<file path="src/rtl/xpdr_pkg.sv">
// Shared constants, size type and size helpers for the mailbox transponder.
// Assumes byte/word/long granularity over a 32-bit value carried as nibbles.
package xpdr_pkg;
    localparam int DATA_W   = 32;
    localparam int NIB_W    = 4;
    localparam int HDR_LEN  = 2;
    localparam int MAX_NIBS = DATA_W / NIB_W;
    localparam int CNT_W    = $clog2(HDR_LEN + MAX_NIBS);

    typedef enum logic [1:0] {
        SZ_BYTE = 2'd0,
        SZ_WORD = 2'd1,
        SZ_LONG = 2'd2
    } xsize_e;

    // Size class chosen by the highest nonzero region of a value
    function automatic xsize_e size_of(input logic [DATA_W-1:0] d);
        if (d[DATA_W-1:16] != '0)
            return SZ_LONG;
        else if (d[15:8] != '0)
            return SZ_WORD;
        else
            return SZ_BYTE;
    endfunction

    // Decode a two-bit code (header or reader mode); code 3 means long
    function automatic xsize_e code_size(input logic [1:0] c);
        case (c)
            2'd0:    return SZ_BYTE;
            2'd1:    return SZ_WORD;
            default: return SZ_LONG;
        endcase
    endfunction

    // Data nibbles carried for a size class
    function automatic logic [CNT_W-1:0] nibs_of(input xsize_e s);
        case (s)
            SZ_BYTE: return CNT_W'(2);
            SZ_WORD: return CNT_W'(4);
            default: return CNT_W'(MAX_NIBS);
        endcase
    endfunction

    // Index of the final cycle of a link transfer of the given size
    function automatic logic [CNT_W-1:0] last_of(input xsize_e s);
        return CNT_W'(HDR_LEN - 1) + nibs_of(s);
    endfunction
endpackage

</file>
<file path="src/rtl/xpdr_wr_ser.sv">
// Writer-side serializer. Takes one value while idle, sends a two-cycle header
// with the size code, then the data nibbles, least significant first.
// Assumes a single writer; requests while busy are dropped.
module xpdr_wr_ser
    import xpdr_pkg::*;
(
    input  logic              clk,
    input  logic              rst_n,
    input  logic              req,
    input  logic [DATA_W-1:0] data,
    output logic              busy,
    output logic              lnk_sop,
    output logic [NIB_W-1:0]  lnk_nib
);
    logic              act;
    logic [CNT_W-1:0]  cnt;
    logic [CNT_W-1:0]  last;
    logic [DATA_W-1:0] shreg;
    xsize_e            sz;

    // Accept, count and shift one transfer
    always_ff @(posedge clk) begin
        if (!rst_n) begin
            act   <= 1'b0;
            cnt   <= '0;
            last  <= '0;
            shreg <= '0;
            sz    <= SZ_BYTE;
        end else if (!act) begin
            if (req) begin
                act   <= 1'b1;
                cnt   <= '0;
                sz    <= size_of(data);
                last  <= last_of(size_of(data));
                shreg <= data;
            end
        end else if (cnt == last) begin
            act <= 1'b0;
        end else begin
            cnt <= cnt + 1'b1;
            if (cnt >= CNT_W'(HDR_LEN))
                shreg <= shreg >> NIB_W;
        end
    end

    // Drive header code or current data nibble
    always_comb begin
        busy    = act;
        lnk_sop = act && (cnt == '0);
        if (cnt < CNT_W'(HDR_LEN))
            lnk_nib = {{(NIB_W-2){1'b0}}, sz};
        else
            lnk_nib = shreg[NIB_W-1:0];
    end


    busy_hold_chk: assert property (@(posedge clk) disable iff (!rst_n)
        (act && req && cnt != last) |=> (act && $stable(sz) && $stable(last)));
endmodule

</file>
<file path="src/rtl/xpdr_cell_rx.sv">
// Cell receive side. Rebuilds a value from the writer link and parks it as
// pending until the broadcaster takes it at a message boundary. A newer
// value simply replaces a pending one. Assumes headers only start when idle.
module xpdr_cell_rx
    import xpdr_pkg::*;
(
    input  logic              clk,
    input  logic              rst_n,
    input  logic              sop,
    input  logic [NIB_W-1:0]  nib,
    input  logic              take,
    output logic              pend_vld,
    output logic [DATA_W-1:0] pend_val,
    output xsize_e            pend_sz
);
    logic              rx_on;
    logic [CNT_W-1:0]  rcnt;
    logic [CNT_W-1:0]  rlast;
    xsize_e            rsz;
    logic [DATA_W-1:0] acc;
    logic [DATA_W-1:0] acc_nx;
    logic [CNT_W-1:0]  didx;
    logic              rx_end;

    // Merge the incoming nibble into the partial value
    always_comb begin
        didx   = rcnt - CNT_W'(HDR_LEN);
        acc_nx = acc | (DATA_W'(nib) << (didx * NIB_W));
        rx_end = rx_on && (rcnt == rlast);
    end

    // Track transfer progress and the pending slot
    always_ff @(posedge clk) begin
        if (!rst_n) begin
            rx_on    <= 1'b0;
            rcnt     <= '0;
            rlast    <= '0;
            rsz      <= SZ_BYTE;
            acc      <= '0;
            pend_vld <= 1'b0;
            pend_val <= '0;
            pend_sz  <= SZ_BYTE;
        end else begin
            if (take)
                pend_vld <= 1'b0;
            if (!rx_on) begin
                if (sop) begin
                    rx_on <= 1'b1;
                    rcnt  <= CNT_W'(1);
                    rsz   <= code_size(nib[1:0]);
                    rlast <= last_of(code_size(nib[1:0]));
                    acc   <= '0;
                end
            end else begin
                if (rcnt >= CNT_W'(HDR_LEN))
                    acc <= acc_nx;
                if (rx_end) begin
                    rx_on    <= 1'b0;
                    pend_vld <= 1'b1;
                    pend_val <= acc_nx;
                    pend_sz  <= rsz;
                end else begin
                    rcnt <= rcnt + 1'b1;
                end
            end
        end
    end


    take_clear_chk: assert property (@(posedge clk) disable iff (!rst_n)
        (take && !rx_end) |=> !pend_vld);
endmodule

</file>
<file path="src/rtl/xpdr_bcast.sv">
// Looping broadcaster. Holds the current value and sends it as back-to-back
// messages. The held value only changes on the edge that starts a new
// message, so a message is never mixed. Assumes pending data is valid while
// pend_vld is high.
module xpdr_bcast
    import xpdr_pkg::*;
(
    input  logic              clk,
    input  logic              rst_n,
    input  logic              pend_vld,
    input  logic [DATA_W-1:0] pend_val,
    input  xsize_e            pend_sz,
    output logic              take,
    output logic              sop,
    output logic [NIB_W-1:0]  nib
);
    logic [DATA_W-1:0] held_val;
    xsize_e            held_sz;
    logic [CNT_W-1:0]  bcnt;
    logic [CNT_W-1:0]  blast;
    logic [CNT_W-1:0]  didx;
    logic [DATA_W-1:0] shv;

    // Message length and outgoing nibble selection
    always_comb begin
        blast = last_of(held_sz);
        take  = (bcnt == blast) && pend_vld;
        didx  = bcnt - CNT_W'(HDR_LEN);
        shv   = held_val >> (didx * NIB_W);
        sop   = (bcnt == '0);
        if (bcnt < CNT_W'(HDR_LEN))
            nib = {{(NIB_W-2){1'b0}}, held_sz};
        else
            nib = shv[NIB_W-1:0];
    end

    // Advance through the message; reload held value at the wrap
    always_ff @(posedge clk) begin
        if (!rst_n) begin
            held_val <= '0;
            held_sz  <= SZ_BYTE;
            bcnt     <= '0;
        end else if (bcnt == blast) begin
            bcnt <= '0;
            if (pend_vld) begin
                held_val <= pend_val;
                held_sz  <= pend_sz;
            end
        end else begin
            bcnt <= bcnt + 1'b1;
        end
    end


    no_tear_chk: assert property (@(posedge clk) disable iff (!rst_n)
        (bcnt != '0) |-> ($stable(held_val) && $stable(held_sz)));


    cnt_range_chk: assert property (@(posedge clk) disable iff (!rst_n)
        bcnt <= last_of(held_sz));
endmodule

</file>
<file path="src/rtl/xpdr_rd_des.sv">
// Reader-side deserializer. Arms on a request, waits for a message start,
// skips the header and gathers as many nibbles as both its mode and the
// message allow. Returns a zero-filled result with carry and zero flags.
// Assumes requests while a read is in progress are dropped.
module xpdr_rd_des
    import xpdr_pkg::*;
(
    input  logic              clk,
    input  logic              rst_n,
    input  logic              req,
    input  logic [1:0]        mode,
    input  logic              sop,
    input  logic [NIB_W-1:0]  nib,
    output logic              done,
    output logic [DATA_W-1:0] data,
    output logic              carry,
    output logic              zero
);
    typedef enum logic [1:0] {R_IDLE, R_WAIT, R_HDR, R_DAT} rstate_e;

    rstate_e           st;
    xsize_e            mode_q;
    xsize_e            mode_eff;
    xsize_e            hsz;
    logic [CNT_W-1:0]  need;
    logic [CNT_W-1:0]  need_nx;
    logic [CNT_W-1:0]  dcnt;
    logic [DATA_W-1:0] acc;
    logic [DATA_W-1:0] acc_nx;
    logic [5:0]        msb_idx;

    // Next-need, nibble merge and flag bit position
    always_comb begin
        mode_eff = (st == R_IDLE) ? code_size(mode) : mode_q;
        hsz      = code_size(nib[1:0]);
        need_nx  = (nibs_of(mode_eff) < nibs_of(hsz)) ? nibs_of(mode_eff) : nibs_of(hsz);
        acc_nx   = acc | (DATA_W'(nib) << (dcnt * NIB_W));
        msb_idx  = 6'(nibs_of(mode_q) * NIB_W - 1);
    end

    // Read sequencer and result registers
    always_ff @(posedge clk) begin
        if (!rst_n) begin
            st     <= R_IDLE;
            mode_q <= SZ_BYTE;
            need   <= '0;
            dcnt   <= '0;
            acc    <= '0;
            done   <= 1'b0;
            data   <= '0;
            carry  <= 1'b0;
            zero   <= 1'b0;
        end else begin
            done <= 1'b0;
            case (st)
                R_IDLE: begin
                    if (req) begin
                        mode_q <= code_size(mode);
                        if (sop) begin
                            st   <= R_HDR;
                            need <= need_nx;
                        end else begin
                            st <= R_WAIT;
                        end
                    end
                end
                R_WAIT: begin
                    if (sop) begin
                        st   <= R_HDR;
                        need <= need_nx;
                    end
                end
                R_HDR: begin
                    st   <= R_DAT;
                    dcnt <= '0;
                    acc  <= '0;
                end
                default: begin
                    if (dcnt == need - 1'b1) begin
                        st    <= R_IDLE;
                        done  <= 1'b1;
                        data  <= acc_nx;
                        carry <= acc_nx[msb_idx];
                        zero  <= (acc_nx == '0);
                    end else begin
                        dcnt <= dcnt + 1'b1;
                        acc  <= acc_nx;
                    end
                end
            endcase
        end
    end


    done_pulse_chk: assert property (@(posedge clk) disable iff (!rst_n)
        done |=> !done);


    byte_fill_chk: assert property (@(posedge clk) disable iff (!rst_n)
        (done && mode_q == SZ_BYTE) |-> (data[DATA_W-1:8] == '0));
endmodule

</file>
<file path="src/rtl/xpdr_mailbox.sv">
// Top of the transponder: writer serializer, cell receive side, looping
// broadcaster and one deserializer per reader. Assumes one writer source.
module xpdr_mailbox
    import xpdr_pkg::*;
#(
    parameter int N_RD = 2
)(
    input  logic                   clk,
    input  logic                   rst_n,
    input  logic                   wr_req,
    input  logic [DATA_W-1:0]      wr_data,
    output logic                   wr_busy,
    input  logic [N_RD-1:0]        rd_req,
    input  logic [2*N_RD-1:0]      rd_mode,
    output logic [N_RD-1:0]        rd_done,
    output logic [DATA_W*N_RD-1:0] rd_data,
    output logic [N_RD-1:0]        rd_c,
    output logic [N_RD-1:0]        rd_z,
    output logic                   bc_sop,
    output logic [NIB_W-1:0]       bc_nib
);
    logic              w_sop;
    logic [NIB_W-1:0]  w_nib;
    logic              take;
    logic              pend_vld;
    logic [DATA_W-1:0] pend_val;
    xsize_e            pend_sz;

    xpdr_wr_ser u_wr (
        .clk     (clk),
        .rst_n   (rst_n),
        .req     (wr_req),
        .data    (wr_data),
        .busy    (wr_busy),
        .lnk_sop (w_sop),
        .lnk_nib (w_nib)
    );

    xpdr_cell_rx u_rx (
        .clk      (clk),
        .rst_n    (rst_n),
        .sop      (w_sop),
        .nib      (w_nib),
        .take     (take),
        .pend_vld (pend_vld),
        .pend_val (pend_val),
        .pend_sz  (pend_sz)
    );

    xpdr_bcast u_bc (
        .clk      (clk),
        .rst_n    (rst_n),
        .pend_vld (pend_vld),
        .pend_val (pend_val),
        .pend_sz  (pend_sz),
        .take     (take),
        .sop      (bc_sop),
        .nib      (bc_nib)
    );

    for (genvar gi = 0; gi < N_RD; gi++) begin : g_rd
        xpdr_rd_des u_rd (
            .clk   (clk),
            .rst_n (rst_n),
            .req   (rd_req[gi]),
            .mode  (rd_mode[2*gi +: 2]),
            .sop   (bc_sop),
            .nib   (bc_nib),
            .done  (rd_done[gi]),
            .data  (rd_data[DATA_W*gi +: DATA_W]),
            .carry (rd_c[gi]),
            .zero  (rd_z[gi])
        );
    end
endmodule

</file>
<file path="config.mk">
export PLATFORM = sky130hd
export DESIGN_NAME = xpdr_mailbox
export DESIGN_NICKNAME = d
export VERILOG_FILES = /design/src/rtl/xpdr_pkg.sv /design/src/rtl/xpdr_wr_ser.sv /design/src/rtl/xpdr_cell_rx.sv /design/src/rtl/xpdr_bcast.sv /design/src/rtl/xpdr_rd_des.sv /design/src/rtl/xpdr_mailbox.sv
export SDC_FILE = /design/constraint.sdc
export NUM_CORES = 1
export LEC_CHECK = 0
export CORE_MARGIN = 3
export CORE_UTILIZATION = 55
export CTS_BUF_LIST = sky130_fd_sc_hd__clkbuf_16
export DETAILED_ROUTE_END_ITERATION = 10
export DONT_BUFFER_PORTS = 1
export PLACE_DENSITY = 0.84
export SLEW_MARGIN = 15
export SYNTH_ARGS = -nofsm -noshare
export SYNTH_HDL_FRONTEND = slang
export SYNTH_HIERARCHICAL = 1
export SYNTH_SLANG_ARGS = --single-unit
</file>
<file path="constraint.sdc">
create_clock -name clk -period 3.45 [get_ports clk]
set_input_delay 0.5175 -clock clk [delete_from_list [all_inputs] [get_ports clk]]
set_output_delay 0.5175 -clock clk [all_outputs]
set_load 0.03 [all_outputs]
</file>
==> impl_metrics.yaml <==
layout:
  most-common-layout-cells: "311 x dfxtp_1, 186 x nand2_1, 167 x a21oi_1"
  final_common_cell: "dfxtp_1"
  diodes: 0
  fillers: 2056
  layout-drive-gt1-share_pct: 13.16
  syn2layout_area_growth_pct: 7.020
  nets: 1583
sta:
  slew_violations: 0
  fmax_mhz: 310.9
  hold_violations: 0
  slew_headroom_pct: 24.17
  timing.final.crit_share_pct: 93.23
  setup_tns_ns: 0
  setup_viol: 0
  worstMarginPinSlew_ns: 1.129
  period_minus_slack_ns: 3.217
  skew_ns: 0.02155
  holdWs_ns: 0.1569
  rsz0062_at_grt: "false"
global_routing:
  grt_antenna_before_repair: 0
  grt_pass1_vias: 11090
  grt_max_degree: 192
  overflow: 0
  grt_pass1_wl_microns: 55430
  grt_use_total_pct: 22.97
routing:
  avgViaCountPerCell: 6.238
  antenna_left: 0
  wl_microns: 33210
  drc: 0
  avgRoutedWirePerCell_microns: 17.81
  firstDrtPassIters: 5
  drt_iter0_markers: 1326
  dr_total_vias: 11630
power:
  power.density_nw_per_um2: 591.0
  p_leak_nw: 5.724
  irDropWorstVdd_uv: 541.9
floorplanning:
  die-height_microns: 167.6
  die_area_sq_um: 28090
  start_util_pct: 56.56
  rows: 58
  die_w_microns: 167.6
  io_pins: 117
  core-area_sq_um: 25400
synth:
  synth_fa_ha_area_share_pct: 2.526
  ys_ff_latch: 311
  synth_compound_area_share_pct: 22.84
  syn_area_sq_um: 14370
  syn-mean-instance-area_sq_um: 9.144
  synth_warnings: 6
  synth_edf_count: 0
  synthMuxAreaShare_pct: 4.939
  synthArstFlopShare_pct: 0
  synth_simple_gate_area_share_pct: 18.54
  synth_top_family_by_area: "compound AO/OA/AOI/OAI gates"
  synth_nets: 1641
  synth-main-ff-cell: "dfxtp_1"
  yosys.cell_types.count: 101
  ys_seq_area_share_pct: 43.34
  syn_inst: 1571
  synth_xor_area_share_pct: 1.350
setup_path:
  cp_max_fo: 14
  cp.required_ns: 3.85
  crit_arrival_ns: 3.61
  cp-end-kind: "register"
  critPathKind: "reg2reg"
  startpoint_type: "register"
cts:
  clock_sinks: 311
  root_buffer: "clkbuf_16"
  clk_pin_slew_ns: 0.06
  clk_latency_ns: 0.52
  ctsResizeCount: 0
  cts_max_level: 2
  cts_tree: "yes"
  cts_made_buffers: 34
  clk_path_buf_depth: 3
placement:
  gp_congestion: 0.8858
  portBuffers: 0
  dp_hpwl_microns: 21720
run:
  maxCapViolCount: 0
outcome:
  status: "finished clean"
min_path:
  hp-class: "in2reg"
## logic make-up after synthesis
logic type	Yosys count
xor+xnor	19
simple gates	550
compound gates	442
mux	60
flops	311
fa+ha+maj	29
buf+inv	160
## cell usage after synthesis (19+ instances only)
library cell | instances | area share, %
mux2i_1 | 45 | 3.1
nand2_1 | 186 | 4.9
nor2b_1 | 24 | 1.0
o211a_1 | 33 | 2.3
dfxtp_1 | 311 | 43
clkbuf_1 | 54 | 1.4
nand3_1 | 33 | 1.1
buf_6 | 19 | 1.5
ha_1 | 29 | 2.5
nor3_1 | 37 | 1.3
inv_1 | 28 | 0.73
a31oi_1 | 60 | 2.6
buf_2 | 28 | 0.98
a21oi_1 | 167 | 5.8
nor2_1 | 166 | 4.3
a211oi_2 | 54 | 4.7
## sequential cells by signal, indices dropped and copies added (netlist names), 6 cells and up
name / count
g_rd.u_rd/acc: 64
g_rd.u_rd/data: 64
g_rd.u_rd/dcnt: 8
g_rd.u_rd/need: 6
u_bc/held_val: 32
u_rx/acc: 32
u_rx/pend_val: 32
u_wr/shreg: 32
## report_power, final
group          internal (W)  total [W]  switching [W]
clock               0.00207    0.00349        0.00142
combinational      0.000574    0.00165        0.00107
sequential          0.00374    0.00395       0.000202
## cell type report
class	count	area, sq um	area share (%)
clock buffer	35	875.8	5.697
clock inverter	23	196.4	1.278
inverter	32	120.1	0.7813
multi-input combinational	1100	7262	47.24
sequential	311	6226	40.50
tap	330	412.9	2.686
timing repair buffer	34	280.3	1.823
## worst max-delay path, cell delays in order, from the launching register on
cell and delay (ns):
dfxtp_1 0.46, inv_1 0.11, ha_1 0.22, nor3_1 0.18, a21oi_1 0.16, o21ai_4 0.44
buf_4 0.36, nand2_1 0.14, ha_1 0.21, a21oi_1 0.35, mux2i_1 0.23, nor2_1 0.06
a21oi_1 0.12, nor2_1 0.05
## per-stage QoR
step | setup slack (ns) | instances | power (W) | instance area, sq um | util (%)
2_1_floorplan | 0.008678 | 1571 | 0.005411 | 14380 | -
3_3_place_gp | 0.4147 | 1804 | 0.005544 | 14280 | 56.22
3_5_place_dp | 0.1450 | 1804 | 0.005615 | 14280 | 56.22
4_1_cts | 0.1349 | 1862 | 0.009116 | 15350 | 60.44
5_1_grt | 0.004567 | 1865 | 0.009502 | 15370 | 60.53
6_report | 0.2334 | 1865 | 0.009086 | 15370 | 60.53
## what timing repair did
item / in CTS / in global routing
buffers inserted: 0 / 3
hold buffers: 0 / 0
endpoints found under the setup margin: 0 / 2
## final timing paths
| check | startpoint | to | slack [ns] | cells after the start |
|---|---|---|---|---|
| hold / removal | wr_data[14] | u_wr/shreg[14] | 0.16 | 2 |
| setup / recovery | u_bc/bcnt[1] | g_rd[1].u_rd/need[3] | 0.23 | 13 |
| setup reg to reg | u_bc/bcnt[1] | g_rd[1].u_rd/need[3] | 0.23 | 13 |
| hold reg to reg | u_rx/pend_val[12] | u_bc/held_val[12] | 0.45 | 2 |
## routing by layer
layer,track usage (%),vias to the layer above,part of all wire [%]
li1,-,5548,-
met1,31.31,5566,44
met2,37.28,446,47
met3,3.942,73,6.5
met4,7.613,0,2.6
met5,0,-,0
Power figures use the tool's default switching activity.
